<file path="src/rtl/strobe_phase_pkg.sv">
package strobe_phase_pkg;

    localparam int PHASES = 4;
    localparam int TICK_W = 3;

    typedef enum logic [1:0] {
        DIV_2   = 2'b00,
        DIV_4   = 2'b01,
        DIV_8   = 2'b10,
        DIV_8_R = 2'b11
    } div_code_e;

    // index of the final fast tick of a bus cycle
    function automatic logic [TICK_W-1:0] last_tick(input logic [1:0] code);
        case (div_code_e'(code))
            DIV_2:   last_tick = 3'd1;
            DIV_4:   last_tick = 3'd3;
            default: last_tick = 3'd7;
        endcase
    endfunction

    // map a fast tick to the phase slot T1..T4 (0..3)
    function automatic logic [1:0] tick_phase(input logic [1:0] code,
                                              input logic [TICK_W-1:0] tick);
        case (div_code_e'(code))
            DIV_2:   tick_phase = {tick[0], 1'b0};
            DIV_4:   tick_phase = tick[1:0];
            default: tick_phase = tick[2:1];
        endcase
    endfunction

endpackage

</file>
<file path="src/rtl/spg_phase_counter.sv">
module spg_phase_counter
    import strobe_phase_pkg::*;
(
    input  logic       clk,
    input  logic       rst,
    input  logic [1:0] div_in,
    output logic       start,
    output logic [1:0] eff_phase,
    output logic [1:0] phase_q,
    output logic       done_q
);

    logic [TICK_W-1:0] tick;
    logic [1:0]        held_div;
    logic [1:0]        eff_div;
    logic              at_last;

    assign start     = (tick == '0);
    assign eff_div   = start ? div_in : held_div;
    assign at_last   = (tick == last_tick(eff_div));
    assign eff_phase = tick_phase(eff_div, tick);

    always_ff @(posedge clk) begin
        if (rst) begin
            tick     <= '0;
            held_div <= 2'b00;
            phase_q  <= 2'd0;
            done_q   <= 1'b0;
        end else begin
            if (start) begin
                held_div <= div_in;
            end
            tick    <= at_last ? '0 : tick + 3'd1;
            phase_q <= eff_phase;
            done_q  <= at_last;
        end
    end

    // a running bus cycle never exceeds the length chosen at its T1
    p_tick_range_r2: assert property (@(posedge clk) disable iff (rst)
        !start |-> (tick <= last_tick(held_div)));

    // the output cycle after the done pulse shows T1
    p_t1_after_done_r8: assert property (@(posedge clk) disable iff (rst)
        done_q |=> (phase_q == 2'd0));

    // done is a single-cycle pulse
    p_done_pulse_r8: assert property (@(posedge clk) disable iff (rst)
        done_q |=> !done_q);

    // phases never step backwards within a bus cycle
    p_phase_order_r3: assert property (@(posedge clk) disable iff (rst)
        !done_q |=> (phase_q >= $past(phase_q)));

endmodule

</file>
<file path="src/rtl/spg_strobe_drive.sv">
module spg_strobe_drive
    import strobe_phase_pkg::*;
#(
    parameter int NUM_SIG = 4,
    localparam int WORD_W = NUM_SIG * PHASES
) (
    input  logic              clk,
    input  logic              rst,
    input  logic              load,
    input  logic [WORD_W-1:0] word_in,
    input  logic [1:0]        phase_sel,
    output logic [NUM_SIG-1:0] strobe_n
);

    logic [WORD_W-1:0] held_word;
    logic [WORD_W-1:0] eff_word;

    assign eff_word = load ? word_in : held_word;

    always_ff @(posedge clk) begin
        if (rst) begin
            held_word <= '0;
        end else if (load) begin
            held_word <= word_in;
        end
    end

    for (genvar s = 0; s < NUM_SIG; s++) begin : g_sig
        logic [PHASES-1:0] slots;
        assign slots = eff_word[s*PHASES +: PHASES];

        always_ff @(posedge clk) begin
            if (rst) begin
                strobe_n[s] <= 1'b1;
            end else begin
                strobe_n[s] <= ~slots[phase_sel];
            end
        end
    end

    // strobes leave reset deasserted
    p_idle_after_reset_r1: assert property (@(posedge clk) disable iff (rst)
        $past(rst) |-> (&strobe_n));

endmodule

</file>
<file path="src/rtl/strobe_phase_gen.sv">
module strobe_phase_gen
    import strobe_phase_pkg::*;
#(
    parameter int NUM_SIG = 4,
    localparam int WORD_W = NUM_SIG * PHASES
) (
    input  logic               clk,
    input  logic               rst,
    input  logic [1:0]         div_sel,
    input  logic [WORD_W-1:0]  word_in,
    output logic [NUM_SIG-1:0] strobe_n,
    output logic [1:0]         phase,
    output logic               cycle_done
);

    logic       t1_start;
    logic [1:0] cur_phase;

    spg_phase_counter u_counter (
        .clk       (clk),
        .rst       (rst),
        .div_in    (div_sel),
        .start     (t1_start),
        .eff_phase (cur_phase),
        .phase_q   (phase),
        .done_q    (cycle_done)
    );

    spg_strobe_drive #(.NUM_SIG(NUM_SIG)) u_drive (
        .clk       (clk),
        .rst       (rst),
        .load      (t1_start),
        .word_in   (word_in),
        .phase_sel (cur_phase),
        .strobe_n  (strobe_n)
    );

endmodule

</file>
<file path="config.mk">
export PLATFORM = sky130hd
export DESIGN_NAME = strobe_phase_gen
export DESIGN_NICKNAME = d
export VERILOG_FILES = /design/src/rtl/strobe_phase_pkg.sv /design/src/rtl/spg_phase_counter.sv /design/src/rtl/spg_strobe_drive.sv /design/src/rtl/strobe_phase_gen.sv
export SDC_FILE = /design/constraint.sdc
export NUM_CORES = 1
export LEC_CHECK = 0
export ABC_CLOCK_PERIOD_IN_PS = 2700
export BUFFER_PORTS_ARGS = -buffer_cell sky130_fd_sc_hd__buf_2
export CAP_MARGIN = 5
export CORE_ASPECT_RATIO = 1.1
export CORE_UTILIZATION = 26
export CTS_BUF_LIST = sky130_fd_sc_hd__clkbuf_16
export CTS_CLUSTER_DIAMETER = 50
export DETAILED_ROUTE_END_ITERATION = 16
export SYNTH_ARGS = -nofsm -noshare
export SYNTH_HDL_FRONTEND = slang
export SYNTH_SLANG_ARGS = --single-unit
</file>
<file path="constraint.sdc">
create_clock -name clk -period 2.7 [get_ports clk]
set_input_delay 0.54 -clock clk [delete_from_list [all_inputs] [get_ports clk]]
set_output_delay 0.54 -clock clk [all_outputs]
set_load 0.01 [all_outputs]
</file>
Yosys cells after proc, flatten, opt, wreduce, memory -nomap -nowiden
Index checks and enable logic that the tools add are counted.
{"block": "op_classes", "add_sub_neg": 1, "eq_ne": 2, "n_mux": 12, "n_bitwise": 4, "reduce_logical": 3, "order_cmp": 1}
{"op": "$mux W16", "count": 1}
{"op": "$bmux W1 S2", "count": 4}
{"op": "$pmux W3 S2", "count": 1}
{"op": "$mux W1", "count": 4}
{"op": "$not A1 Y1", "count": 4}
{"op": "$pmux W2 S2", "count": 1}
{"op": "$add A3 B1 Y3 const B", "count": 1}
{"op": "$eq A3 B3 Y1", "count": 1}
{"op": "$logic_not A3 Y1", "count": 1}
{"op": "$lt A2 B3 Y1 const B", "count": 1}
{"op": "$eq A2 B1 Y1 const B", "count": 1}
{"op": "$logic_not A2 Y1", "count": 1}
{"op": "$mux W2", "count": 1}
{"op": "$reduce_or A2 Y1", "count": 1}
{"block": "totals", "wordCells": 32, "register_bits": 28, "in_bits": 20, "output_inout_bits": 7}

Depth between registers and ports, before layout
{"block": "depth", "depth_word": 7, "depth_mapped": 9, "depth_no_buf": 7}

Cells and area by module
Synthesis repeated with hierarchy kept, for this count alone.
{"block": "hier_totals", "hier_cells": 119, "area_unflattened_um2": 1227.4}
{"mod": "spg_strobe_drive", "seq_area_each_um2": 400.4, "area_each_um2": 830.8, "cells_each": 80, "instances": 1}
{"mod": "spg_phase_counter", "seq_area_each_um2": 160.2, "area_each_um2": 396.6, "cells_each": 39, "instances": 1}

Least setup slack after synthesis
OpenSTA, ideal clock, no wires.
{"block": "synth_path", "kind": "register to register", "startpoint": "register u_counter.tick[0]", "endpoint": "register u_drive.strobe_n[3]", "t_arrival_ns": 1.704, "path_buffers": 1, "period_less_slack_ns": 1.841, "required_time_ns": 2.563, "stages_incl_launch_ff": 9, "setup_ns": 0.137, "path_slack_ns": 0.859, "cell_sequence": "dfxtp_1 > inv_1 > ha_1 > nor2b_4 > mux2_4 > a22oi_2 > buf_6 > mux2i_1 > a22oi_1"}
{"block": "synth_between", "elab_chain_len": 7, "elab_cells_between_ends": 9, "classes_between": "eq/ne: 1; mux: 5; bitwise: 1; reduce/logical: 2"}
{"item": "start, declared", "line": "spg_phase_counter.sv:13", "source": "logic [TICK_W-1:0] tick;"}
{"item": "start signal, assigned", "line": "spg_phase_counter.sv:33", "source": "tick <= at_last ? '0 : tick + 3'd1;"}
{"item": "$logic_not A3 Y1", "line": "spg_phase_counter.sv:18", "source": "assign start = (tick == '0);"}
{"item": "$mux W2", "line": "spg_phase_counter.sv:19", "source": "assign eff_div = start ? div_in : held_div;"}
{"item": "$eq A2 B1 Y1 or $logic_not A2 Y1 (tied branches)", "line": "strobe_phase_pkg.sv:25", "source": "case (div_code_e'(code))"}
{"item": "$pmux W2 S2", "line": "strobe_phase_pkg.sv:25"}
{"item": "$bmux W1 S2 *", "line": "spg_strobe_drive.sv:36", "source": "strobe_n[s] <= ~slots[phase_sel];"}
{"item": "$mux W1 (not written as such) *", "line": "spg_strobe_drive.sv:36"}
{"item": "$not A1 Y1 *", "line": "spg_strobe_drive.sv:36"}
{"item": "end signal, assigned by index", "line": "spg_strobe_drive.sv:36"}
{"item": "end, declared", "line": "spg_strobe_drive.sv:12", "source": "output logic [NUM_SIG-1:0] strobe_n"}
Every way passes the cells marked *; elsewhere a longest branch is shown, timed or not. The select of a mux whose other input is x is not followed.
A chain may end at the register's enable or synchronous reset.

Worst setup path in the final report
Same ends and word-level chain as after synthesis.

==> run summary <==
transition time at the pin with the least slew margin = 435 ps
CTS tree = built
number of vias per cell after detailed routing = 4.43
category of the worst setup path launch point = register
area share of the largest cell type after synthesis = 0.460
clock buffer depth = 2
drt pass-1 iters = 4
number of warning messages in the yosys log = 0
fill cell total of the finished layout = 458
layout cell share with drive strength beyond 1 = 0.270
P&R area growth vs syn = 22.0%
number of nets produced by synthesis = 137
Clock Latency Late Sink = 260 ps
Reg-to-Reg End = u_drive.strobe_n[3]
most frequent cells in the layout = 28 x sky130_fd_sc_hd__dfxtp_1, 26 x sky130_fd_sc_hd__buf_2, 25 x sky130_fd_sc_hd__mux2i_1, 22 x sky130_fd_sc_hd__nor2_1, 4 x sky130_fd_sc_hd__a22oi_1
violation count after the first detailed-routing iteration = 28
remaining max-slew budget at the tightest pin = 0.710
ratio of final minimum period to clock period = 0.817
Layout Skew = 3.06 ps
antenna violations before repair = 0
area of the multi-input gates = 588 um2
Worst-path clk slew = 70 ps
RR Startpoint = u_counter.tick[0]
IO Count = 27
hold_ws = 496 ps
arrival time at the worst endpoint = 2330 ps
average footprint of a synthesized cell = 10.6 um2
largest net degree at the start of global routing = 26
GRT Util Overall = 0.0963
number of flip-flops and latches in the synthesized netlist = 28
via count = 863
Remaining DRCs = 0
highest ir drop seen on vdd = 0.323 mV
largest driver fanout on the critical path = 7
Root Buffer = sky130_fd_sc_hd__clkbuf_16
DRT antenna net count = 0
drt wl/cell = 11.5 um
flip-flop and latch area = 561 um2
total wire length = 2.25 mm
cell count of the worst hold path = 2
FF-to-FF path depth = 8
CORE AREA = 4410 um2
power per cell area = 767 nW/um2
kind of end point of the critical path = register
share of synthesized flip-flops with an asynchronous set or reset = 0
CTS resizes = 0
cell accounting for the most synthesized area = sky130_fd_sc_hd__dfxtp_1
postcts setup bufs = 0
count of buffers from port buffering = 26
gate count after technology mapping = 115
Detailed Place HPWL = 1.72 mm
worst-case register-to-register setup slack = 490 ps
Final Net Count = 164
area of the die = 4960 um2
setup tns final = 0 ps
die height = 73.8 um
required time at the endpoint of the critical path = 2820 ps
number of library cell types mapped by synthesis = 30
status = completed
final count of hold timing violations = 0
number of rows in the core area = 25
starting utilization of the core area = 0.276
number of enable-type register cells in the synthesized netlist = 0
total setup violations reported at the end of the flow = 0
part of the Yosys area used for sequential elements = 0.460
hold path endpoint = u_drive.held_word[6]
number of antenna cells inserted = 0
cell area after synthesis = 1220 um2
Final Max Tran Viols = 0
die outline width = 67.2 um
Hold-fix buffers, CTS = 0
setup repair after global routing missed its margin = false
clock net sink count = 28
highest clock frequency the design can meet = 453 MHz
top flip-flop cell by instance count after synthesis = sky130_fd_sc_hd__dfxtp_1
Maximum Capacitance Violations = 0
Congestion Overflow GR = 0
Min Clock Period, post-route = 2210 ps
CTS Buf Count = 3
most common library cell in the layout ignoring fill and taps = sky130_fd_sc_hd__dfxtp_1
via count of the first global-routing pass = 836
total leakage power = 0.000714 uW
kind of critical path = reg -> reg
depth of the CTS H-tree = 1
cell types occupying the most area after synthesis = sky130_fd_sc_hd__dfxtp_1 46%, sky130_fd_sc_hd__mux2i_1 21%, sky130_fd_sc_hd__nor2_1 6.8%
hold path startpoint = u_drive.held_word[6]
final weighted congestion in routability-driven placement = 0.767
classification of the worst-slack hold path = reg -> reg
first-pass GRT wire length = 3.69 mm
[power by group]
part	switching (uW)	internal (uW)	leakage [uW]
Combinational	120	112	0.000432
Sequential	18.7	457	0.000231
Clock	136	295	0.0000511
[per-layer routing]
layer,vias to the layer above,part of all wire,GRT usage
li1,448,-,-
met1,399,0.47,0.123
met2,16,0.50,0.164
met3,0,0.033,0.0233
met4,0,0,0.0142
met5,-,0,0
[cell usage after synthesis (all sizes together), types with 2 or more instances]
cell type / number
nor2: 22
clkbuf: 2
dfxtp: 28
nor2b: 3
buf: 5
a22oi: 5
mux2i: 25
inv: 3
ha: 2
xnor2: 2
o211ai: 2
[through the flow]
| stage | total power [uW] | setup slack [ps] | area, um2 | utilization | instances |
|---|---|---|---|---|---|
| floorplan | 664 | 859 | 1220 | - | 115 |
| finish | 1140 | 494 | 1490 | 0.337 | 195 |
| global placement | 717 | 540 | 1380 | 0.313 | 191 |
| global route | 1200 | 342 | 1490 | 0.337 | 195 |
| CTS | 1150 | 489 | 1490 | 0.337 | 195 |
| detailed placement | 720 | 503 | 1380 | 0.313 | 191 |
[logic make-up (layout without fill, tap and decap cells)]
| logic type | Yosys count | in the layout | share of synthesized area |
|---|---|---|---|
| buffers and inverters | 10 | 36 | 0.0565 |
| xor gates and xnor gates | 2 | 2 | 0.0144 |
| DFF | 28 | 28 | 0.460 |
| muxes | 26 | 26 | 0.218 |
| AOI/OAI and AO/OA | 13 | 13 | 0.0884 |
| adders and majority gates | 2 | 2 | 0.0206 |
| and+or+nand+nor | 34 | 34 | 0.142 |
[worst max-delay path, stage by stage (launching register included)]
cell	delay, ps
sky130_fd_sc_hd__dfxtp_1	350
sky130_fd_sc_hd__inv_1	100
sky130_fd_sc_hd__ha_1	270
sky130_fd_sc_hd__nor2b_4	220
sky130_fd_sc_hd__mux2_4	320
sky130_fd_sc_hd__a22oi_2	290
sky130_fd_sc_hd__buf_4	230
sky130_fd_sc_hd__mux2i_1	190
sky130_fd_sc_hd__a22oi_1	100
[worst max path at each step]
stage	end	cells past startpoint	slack (ps)	startpoint
2_1_floorplan	u_drive.strobe_n[3]	8	860	u_counter.tick[0]
4_1_cts	u_drive.strobe_n[1]	8	490	u_counter.tick[0]
3_5_place_dp	u_drive.strobe_n[3]	8	500	u_counter.tick[1]
5_1_grt	u_drive.strobe_n[2]	8	340	u_counter.tick[0]
3_3_place_gp	u_drive.strobe_n[2]	8	540	u_counter.tick[0]
6_report	u_drive.strobe_n[3]	8	490	u_counter.tick[0]
[registers in the layout (all words and copies together) (netlist names)]
register	count
u_counter.phase_q	2
u_drive.strobe_n	4
u_drive.held_word	16
u_counter.tick	3
u_counter.done_q	1
u_counter.held_div	2
[layout make-up]
cell class              count  area share
flip-flops and latches     28       0.377
well taps                  54      0.0455
multi-input cells          77       0.396
clock buffers               3      0.0505
clock inverters             1      0.0202
inverters                   3     0.00758
repair buffers             29       0.103
(Power assumes the default switching activity.)
